$ cat src/rtl/hbseq_pkg.sv
// Package: shared types for the half-bridge gate sequencer.
// Assumes: sequencing target and state fit in two bits each.
package hbseq_pkg;

    // Which gate the sequencer is trying to turn on.
    typedef enum logic [1:0] {
        GOAL_OFF = 2'd0,
        GOAL_HS  = 2'd1,
        GOAL_LS  = 2'd2
    } goal_t;

    // Sequencer state: a gate conducting, both off, or waiting on dead time.
    typedef enum logic [1:0] {
        ST_OFF  = 2'd0,
        ST_HS   = 2'd1,
        ST_LS   = 2'd2,
        ST_WAIT = 2'd3
    } seq_state_t;

endpackage

$ cat src/rtl/hbseq_sync.sv
// Module: multi-stage synchronizer for asynchronous comparator inputs.
// Assumes: STAGES >= 1; reset value chosen by the parent (gate assumed on).
module hbseq_sync #(
    parameter int   WIDTH   = 2,
    parameter int   STAGES  = 2,
    parameter logic RST_VAL = 1'b1
) (
    input  logic             clk,
    input  logic             rst_n,
    input  logic [WIDTH-1:0] d,
    output logic [WIDTH-1:0] q
);

    logic [STAGES-1:0][WIDTH-1:0] chain;

    generate
        if (STAGES == 1) begin : g_single
            // One flop stage when only a single stage is requested.
            always_ff @(posedge clk) begin
                if (!rst_n) chain[0] <= {WIDTH{RST_VAL}};
                else        chain[0] <= d;
            end
        end else begin : g_multi
            // Shift the sample down the flop chain.
            always_ff @(posedge clk) begin
                if (!rst_n) chain <= {STAGES{ {WIDTH{RST_VAL}} }};
                else        chain <= {chain[STAGES-2:0], d};
            end
        end
    endgenerate

    assign q = chain[STAGES-1];

endmodule

$ cat src/rtl/hbseq_target.sv
// Module: priority decode of the override and PWM inputs into a gate target.
// Assumes: inputs are synchronous to the sequencer clock.
module hbseq_target
    import hbseq_pkg::*;
(
    input  logic  shutdown,
    input  logic  force_ls,
    input  logic  pwm_req,
    output goal_t target
);

    // Shutdown beats forced low side, which beats the PWM request.
    always_comb begin
        if (shutdown)      target = GOAL_OFF;
        else if (force_ls) target = GOAL_LS;
        else if (pwm_req)  target = GOAL_HS;
        else               target = GOAL_LS;
    end

endmodule

$ cat src/rtl/hbseq_stall_timer.sv
// Module: counts consecutive stalled wait cycles and flags a stuck gate.
// Assumes: LIMIT >= 1; the count saturates at LIMIT.
module hbseq_stall_timer #(
    parameter int LIMIT = 64
) (
    input  logic clk,
    input  logic rst_n,
    input  logic stall,
    output logic stuck
);

    localparam int CW = $clog2(LIMIT + 1);

    logic [CW-1:0] cnt_q;

    // Count stalled edges, clear on any edge without a stall.
    always_ff @(posedge clk) begin
        if (!rst_n)                  cnt_q <= '0;
        else if (!stall)             cnt_q <= '0;
        else if (cnt_q != CW'(LIMIT)) cnt_q <= cnt_q + 1'b1;
    end

    assign stuck = (cnt_q == CW'(LIMIT));

endmodule

$ cat src/rtl/hbseq_fsm.sv
// Module: dead-time state machine. It drops the conducting gate at once,
// waits for the opposite synchronized monitor to read low for DLY
// consecutive edges, and only then enables the new gate.
// Assumes: DLY covers synchronizer latency plus comparator response, so a
// stale low monitor cannot release a gate early; DLY >= 1.
module hbseq_fsm
    import hbseq_pkg::*;
#(
    parameter int DLY = 5
) (
    input  logic  clk,
    input  logic  rst_n,
    input  goal_t target,
    input  logic  hs_mon_s,
    input  logic  ls_mon_s,
    output logic  hs_en,
    output logic  ls_en,
    output logic  stall
);

    localparam int CW = $clog2(DLY + 1);

    seq_state_t    state_q, state_d;
    goal_t         goal_q, goal_d;
    logic [CW-1:0] cnt_q, cnt_d;
    logic          opp_mon;

    // Monitor of the gate that must be off before the goal gate rises.
    assign opp_mon = (goal_q == GOAL_HS) ? ls_mon_s : hs_mon_s;

    // Wait is blocked by the opposite gate still being seen on.
    assign stall = (state_q == ST_WAIT) && (target == goal_q) && opp_mon;

    // Next-state logic for the gate sequence.
    always_comb begin
        state_d = state_q;
        goal_d  = goal_q;
        cnt_d   = cnt_q;
        if (target == GOAL_OFF) begin
            state_d = ST_OFF;
            cnt_d   = '0;
        end else begin
            case (state_q)
                ST_HS: if (target != GOAL_HS) begin
                    state_d = ST_WAIT;
                    goal_d  = target;
                    cnt_d   = '0;
                end
                ST_LS: if (target != GOAL_LS) begin
                    state_d = ST_WAIT;
                    goal_d  = target;
                    cnt_d   = '0;
                end
                ST_OFF: begin
                    state_d = ST_WAIT;
                    goal_d  = target;
                    cnt_d   = '0;
                end
                ST_WAIT: begin
                    if (target != goal_q) begin
                        goal_d = target;
                        cnt_d  = '0;
                    end else if (opp_mon) begin
                        cnt_d = '0;
                    end else if (cnt_q == CW'(DLY - 1)) begin
                        state_d = (goal_q == GOAL_HS) ? ST_HS : ST_LS;
                        cnt_d   = '0;
                    end else begin
                        cnt_d = cnt_q + 1'b1;
                    end
                end
                default: state_d = ST_OFF;
            endcase
        end
    end

    // State, goal and counter registers.
    always_ff @(posedge clk) begin
        if (!rst_n) begin
            state_q <= ST_OFF;
            goal_q  <= GOAL_LS;
            cnt_q   <= '0;
        end else begin
            state_q <= state_d;
            goal_q  <= goal_d;
            cnt_q   <= cnt_d;
        end
    end

    // Registered gate enables decoded from the next state (glitch-free outputs).
    always_ff @(posedge clk) begin
        if (!rst_n) begin
            hs_en <= 1'b0;
            ls_en <= 1'b0;
        end else begin
            hs_en <= (state_d == ST_HS);
            ls_en <= (state_d == ST_LS);
        end
    end

endmodule

$ cat src/rtl/halfbridge_gate_seq.sv
// Module: top of the adaptive dead-time gate sequencer.
// Assumes: pwm_req, shutdown and force_ls are synchronous to clk; the two
// monitor inputs are asynchronous and are synchronized here.
module halfbridge_gate_seq
    import hbseq_pkg::*;
#(
    parameter int SYNC_STAGES = 2,
    parameter int DLY_CYCLES  = 5,
    parameter int STUCK_LIMIT = 64
) (
    input  logic clk,
    input  logic rst_n,
    input  logic pwm_req,
    input  logic shutdown,
    input  logic force_ls,
    input  logic hs_mon_raw,
    input  logic ls_mon_raw,
    output logic hs_gate_en,
    output logic ls_gate_en,
    output logic stuck_flag
);

    logic  hs_mon_s, ls_mon_s;
    logic  stall;
    goal_t target;

    hbseq_sync #(.WIDTH(2), .STAGES(SYNC_STAGES), .RST_VAL(1'b1)) u_sync (
        .clk   (clk),
        .rst_n (rst_n),
        .d     ({hs_mon_raw, ls_mon_raw}),
        .q     ({hs_mon_s, ls_mon_s})
    );

    hbseq_target u_target (
        .shutdown (shutdown),
        .force_ls (force_ls),
        .pwm_req  (pwm_req),
        .target   (target)
    );

    hbseq_fsm #(.DLY(DLY_CYCLES)) u_fsm (
        .clk      (clk),
        .rst_n    (rst_n),
        .target   (target),
        .hs_mon_s (hs_mon_s),
        .ls_mon_s (ls_mon_s),
        .hs_en    (hs_gate_en),
        .ls_en    (ls_gate_en),
        .stall    (stall)
    );

    hbseq_stall_timer #(.LIMIT(STUCK_LIMIT)) u_stall (
        .clk   (clk),
        .rst_n (rst_n),
        .stall (stall),
        .stuck (stuck_flag)
    );

endmodule

$ cat config.mk
export PLATFORM = sky130hd
export DESIGN_NAME = halfbridge_gate_seq
export DESIGN_NICKNAME = d
export VERILOG_FILES = /design/src/rtl/hbseq_pkg.sv /design/src/rtl/hbseq_sync.sv /design/src/rtl/hbseq_target.sv /design/src/rtl/hbseq_stall_timer.sv /design/src/rtl/hbseq_fsm.sv /design/src/rtl/halfbridge_gate_seq.sv
export SDC_FILE = /design/constraint.sdc
export NUM_CORES = 1
export LEC_CHECK = 0
export CAP_MARGIN = 15
export CORE_MARGIN = 3
export CORE_UTILIZATION = 45
export CTS_CLUSTER_DIAMETER = 60
export CTS_CLUSTER_SIZE = 10
export DETAILED_ROUTE_END_ITERATION = 16
export PLACE_DENSITY = 0.66
export SKIP_LAST_GASP = 1
export SLEW_MARGIN = 0
export SYNTH_ARGS = -nofsm -noshare
export SYNTH_HDL_FRONTEND = slang
export SYNTH_HIERARCHICAL = 1
export SYNTH_SLANG_ARGS = --single-unit
$ cat constraint.sdc
create_clock -name clk -period 3.2 [get_ports clk]
set_input_delay 0.64 -clock clk [delete_from_list [all_inputs] [get_ports clk]]
set_output_delay 0.64 -clock clk [all_outputs]
set_load 0.02 [all_outputs]
==> impl_metrics.csv, run 1 <==
group,metric,value,unit
cells_and_area,fillCellCount,198,
min_path,hold_end,"u_sync/q[0]",
global_route,first_global_vias,671,
global_route,antenna_found_initial,0,
logic_synthesis,synth_ff_type,"dfxtp_1",
route,post-route-drc-count,0,
route,ant_nets,0,
route,via_count,807,
global_route,grt_pass1_wl,3.08,mm
cells_and_area,syn_to_final_growth,12.9,%
global_route,grt_max_degree,12,
route,wl_met3,88,um
setup_path,cp_max_fo,5,
route,wl_met2,785,um
floorplanning,die-area,0.00292,mm^2
logic_synthesis,ys_warn_count,6,
route,wl_per_cell,12.2,um
logic_synthesis,ys_seq_elements,20,
cells_and_area,drive_above_1_share,13.2,%
timing,setup_viol,0,
floorplanning,initial_core_util,49.9,%
floorplanning,die_height,54.1,um
logic_synthesis,synth_top_area_share,38.5,%
route,wl_met1,916,um
timing,finClkSkew,0.987,ps
min_path,worstHoldPathCells,1,
route,drt_iter0_drc,21,
min_path,hp-class,"reg -> reg",
logic_synthesis,ys_types,41,
timing,tns,0,ps
route,vias_per_cell,5.45,
logic_synthesis,synth_edf_count,0,
timing,fin_crit,2650,ps
cells_and_area,fin_util,56.4,%
placement,place.detailed.hpwl,1.32,mm
route,top_layer_used,"met4",
pwr,power.switching_fraction,22.1,%
pwr,p_per_area,379,mW/mm^2
floorplanning,die_w,54.1,um
clock_tree,h-tree-depth,1,
clock_tree,cts_buffers,3,
cells_and_area,final_cell_mix,"20 x dfxtp_1, 10 x a21oi_1, 9 x clkdlybuf4s50_1, 9 x nand2_1, 7 x nand2b_1",
cells_and_area,fin_nets,133,
clock_tree,tritoncts,"done",
clock_tree,postCtsHoldBufs,0,
global_route,grt-ovfl-total,0,
setup_path,crit_arrival,2010,ps
setup_path,rrSetupSlack,1610,ps
logic_synthesis,yosysSeqAreaShare,38.5,%
cells_and_area,final_common_cell,"dfxtp_1",
placement,place_congestion,0.810,
logic_synthesis,synth_area_per_cell,9.37,um^2
setup_path,path_class,"reg -> out",
logic_synthesis,yosys-top-cells-area,"dfxtp_1 39%, a21oi_1 4.8%, ha_1 4.8%, nand2b_1 4.2%, nand2_1 3.2%",
outcome,status,"completed",
setup_path,critPathLaunchType,"flip-flop",
pwr,p_clk_share,31.6,%
clock_tree,clock_latency,290,ps
run,max_cap_viol_count,0,
logic_synthesis,syn_nets,122,
placement,portBuffers,9,
timing,final_hold_viol_count,0,
setup_path,r2r-start,"u_fsm/goal_q[1]",
clock_tree,clockBufferDepth,2,
route,drt-pass1-iter-count,4,
timing,relSlewSlack,69.9,%
route,drt_wl_total,1.80,mm
pwr,p_switching,98.4,uW
timing,fin_crit_sh,82.7,%
floorplanning,io-pin-count,10,
pwr,vdd_drop_max,0.000379,V
timing,max_freq,0.378,GHz
setup_path,end_kind,"primary output",
logic_synthesis,ys_async_sr_fraction,0,%
clock_tree,clk_pin_slew_worst_paths,100,ps
timing,slew_viol_final,0,
global_route,track_usage,14.5,%
logic_synthesis,syn_inst,111,
floorplanning,std_cell_rows,16,
logic_synthesis,netlist_area,0.00104,mm^2
clock_tree,cts_root_buf,"clkbuf_4",
timing,tightest_slew,450,ps
min_path,min_from,"u_sync/chain[0]",
clock_tree,cts.repair.resized,0,
pwr,internal_power,346,uW
pwr,seqPwrFrac,58.5,%
setup_path,cp_data_required_time,2560,ps
timing,rsz0062_at_grt,"false",
logic_synthesis,yosysTopAreaCell,"dfxtp_1",
clock_tree,clock-sinks,20,
setup_path,reg2reg_to,"u_stall/cnt_q[3]",
pwr,combPwrFrac,9.9,%
pwr,leakage,0.000417,uW
floorplanning,core,0.00208,mm^2
clock_tree,cts_setup_buffers,0,
cells_and_area,num_antenna_cells,0,
setup_path,ff2ff_path_depth,5,
## logic make-up after synthesis
| logic type | share of synthesized area [%] |
|---|---|
| compound gates | 15.4 |
| xor+xnor | 4.93 |
| fa+ha+maj | 4.81 |
| buf+inv | 4.69 |
| flops | 38.5 |
| mux | 2.17 |
| simple gates | 29.5 |
## metal layers
layer	global-route usage, %	vias to the layer above
met5	0	-
met4	2.49	0
met3	4.99	2
met2	20.6	20
met1	21.4	376
li1	-	409
## flip-flops by register name, indices dropped and copies added (netlist names)
register / count
u_fsm/ls_en: 1
u_fsm/goal_q: 2
u_sync/chain: 2
u_stall/cnt_q: 7
u_fsm/hs_en: 1
u_fsm/cnt_q: 3
u_sync/q: 2
u_fsm/state_q: 2
## per-stage QoR
step	hold slack (ps)	instances	setup WS [ps]	area (um^2)	power (uW)
global placement	392	144	581	1140	309
global route	445	148	470	1170	466
detailed placement	400	144	481	1140	310
finish	421	148	554	1170	445
floorplan	386	111	1270	1040	295
CTS	427	148	539	1170	448
## critical path, cell delays in order (launching register included)
cell and delay [ps]:
dfxtp_1 370, or4b_4 590, nor2_4 140, clkdlybuf4s50_1 620
## synthesized netlist by cell type, types with 3 or more instances
cell      number
nor2_1         4
dfxtp_1       20
nand3_1        3
o21ai_0        4
nand2b_1       7
nand2_1        9
inv_1          6
ha_1           4
a21oi_1       10
xor2_1         3
nor3_1         4
nor2b_1        4
## layout make-up
cell class / count / area (um^2) / area share (%)
clock buffer: 4 / 36.3 / 3.09
inverter: 6 / 22.5 / 1.92
multi-input combinational: 82 / 591 / 50.3
sequential: 20 / 400 / 34.1
tap: 27 / 33.8 / 2.88
timing repair buffer: 9 / 90.1 / 7.68
## power groups by stage
| stage | logic [uW] | registers [uW] | clock network, uW |
|---|---|---|---|
| floorplan | 28.8 | 266 | 0 |
| detailed placement | 43.8 | 266 | 0 |
| finish | 43.8 | 260 | 141 |
| CTS | 43.8 | 260 | 144 |
| global placement | 43.5 | 266 | 0 |
| global route | 48.4 | 261 | 157 |
## worst max-delay path by stage
stage | startpoint | to | slack (ps) | depth (start not counted)
2_1_floorplan | shutdown | u_stall/cnt_q[0] | 1270 | 6
3_3_place_gp | force_ls | u_stall/cnt_q[0] | 580 | 8
3_5_place_dp | force_ls | u_stall/cnt_q[2] | 480 | 8
4_1_cts | u_stall/cnt_q[2] | stuck_flag | 540 | 3
5_1_grt | u_stall/cnt_q[2] | stuck_flag | 470 | 3
6_report | u_stall/cnt_q[2] | stuck_flag | 550 | 3
(Power assumes the default switching activity.)
==> run 2, diff against run 1 <==
- PLACE_DENSITY: 0.66 -> 0.69
- clock period: 3.2 -> 2.3 ns (I/O delays scaled with it)
==> impl_metrics.csv, run 2 (synthesis gave the netlist of run 1 again) <==
group,metric,value,unit
outcome,status,"completed",
route,ant_nets,0,
setup_path,critPathLaunchType,"flip-flop",
cells_and_area,fin_util,58.2,%
route,post-route-drc-count,0,
floorplanning,die_w,54.1,um
cells_and_area,top_register,"u_stall/cnt_q",
clock_tree,cts_root_buf,"clkbuf_4",
clock_tree,clk_pin_slew_worst_paths,110,ps
timing,tns,0,ps
pwr,power.total,705,uW
clock_tree,postCtsHoldBufs,0,
global_route,grt-ovfl-total,0,
cells_and_area,layout.cells.non_filler,151,
route,vias_per_cell,5.33,
timing,tightest_slew,398,ps
global_route,track_usage,14.7,%
clock_tree,clock_latency,300,ps
timing,final_hold_viol_count,0,
cells_and_area,final_common_cell,"dfxtp_1",
min_path,hp-class,"reg -> reg",
global_route,antenna_found_initial,0,
cells_and_area,largest_reg_flops,7,
global_route,grt_max_degree,13,
route,drt-pass1-iter-count,4,
cells_and_area,top_regs,"u_stall/cnt_q (7), u_fsm/cnt_q (3)",
clock_tree,clockBufferDepth,2,
floorplanning,core,0.00208,mm^2
cells_and_area,final_cell_mix,"20 x dfxtp_1, 10 x a21oi_1, 9 x nand2_1",
timing,fin_crit,2200,ps
cells_and_area,drive_above_1_share,15.3,%
placement,place_congestion,0.863,
placement,place_inst,147,
floorplanning,initial_core_util,49.9,%
global_route,first_global_vias,718,
cells_and_area,fillCellCount,195,
timing,slew_viol_final,0,
route,wl_per_cell,11.6,um
timing,relSlewSlack,73.2,%
cells_and_area,syn_to_final_growth,16.5,%
cells_and_area,fin_nets,136,
floorplanning,io-pin-count,10,
timing,setup_viol,0,
floorplanning,die-area,0.00292,mm^2
floorplanning,die_height,54.1,um
global_route,grt_pass1_wl,3.04,mm
timing,finClkSkew,1.19,ps
run,max_cap_viol_count,0,
route,drt_iter0_drc,13,
clock_tree,clock-sinks,20,
timing,worst_hold_slack,419,ps
pwr,p_per_area,582,mW/mm^2
setup_path,crit_arrival,1740,ps
setup_path,cp_data_required_time,1840,ps
clock_tree,cts_setup_buffers,0,
timing,max_freq,0.454,GHz
setup_path,cp_max_fo,5,
pwr,leakage,0.000445,uW
timing,rsz0062_at_grt,"false",
clock_tree,cts.repair.resized,1,
pwr,vdd_drop_max,0.000582,V
placement,place.detailed.hpwl,1.34,mm
floorplanning,std_cell_rows,16,
setup_path,path_class,"reg -> out",
setup_path,end_kind,"primary output",
clock_tree,cts_buffers,3,
route,drt_wl_total,1.75,mm
cells_and_area,num_antenna_cells,0,
clock_tree,tritoncts,"done",
timing,fin_crit_sh,95.8,%
placement,portBuffers,9,
clock_tree,h-tree-depth,1,
route,via_count,805,
==> run 2: changes by cell type in the layout (fill, tap and decap cells not counted), sizes merged <==
cell,before,now
buf,0,3
bufinv,0,1
clkbuf,4,3
clkdlybuf4s50,9,8
dlygate4sd2,0,1
==> run 2: where the power goes <==
part / switching [uW] / internal, uW / leakage (uW) / total (uW)
sequential: 6.68 / 355 / 0.000163 / 362
combinational: 30.6 / 32.6 / 0.000254 / 63.2
clock: 104 / 176 / 0.0000279 / 280
==> run 2: worst max-delay path: stages, from the launching register on <==
cell and delay, ps:
dfxtp_1 370, or4b_4 590, nor2_4 140, dlygate4sd2_1 350
==> run 2: layout make-up <==
class	count	area, um^2	area share [%]
Timing Repair Buffer	12	111	9.19
Tap cell	27	33.8	2.79
Clock buffer	3	22.5	1.86
Clock inverter	1	30.0	2.48
Multi-Input combinational cell	82	591	48.8
Sequential cell	20	400	33.1
Inverter	6	22.5	1.86
==> run 2: through the flow <==
| step | setup WS [ps] | cell area [um^2] |
|---|---|---|
| 6_report | 96.5 | 1210 |
| 2_1_floorplan | 555 | 1040 |
| 4_1_cts | 74.4 | 1210 |
| 3_5_place_dp | 77.3 | 1160 |
| 3_3_place_gp | 116 | 1160 |
| 5_1_grt | 16.1 | 1210 |
==> run 2: worst paths after layout <==
kind / slack [ps] / startpoint / cells after the start / endpoint
max reg2reg: 840 / u_fsm/goal_q[0] / 5 / u_stall/cnt_q[0]
min reg2reg: 420 / u_sync/chain[1] / 1 / u_sync/q[1]
max: 100 / u_stall/cnt_q[2] / 3 / stuck_flag
min: 420 / u_sync/chain[1] / 1 / u_sync/q[1]
==> run 2: layer usage <==
metal / vias to the layer above / wire [um] / track usage (%) / share of wire, %
met1: 369 / 913 / 19.6 / 52
li1: 415 / - / - / -
met3: 4 / 81 / 3.32 / 4.6
met2: 17 / 718 / 21.6 / 41
met4: 0 / 34 / 8.71 / 1.9
met5: - / 0 / 0 / 0
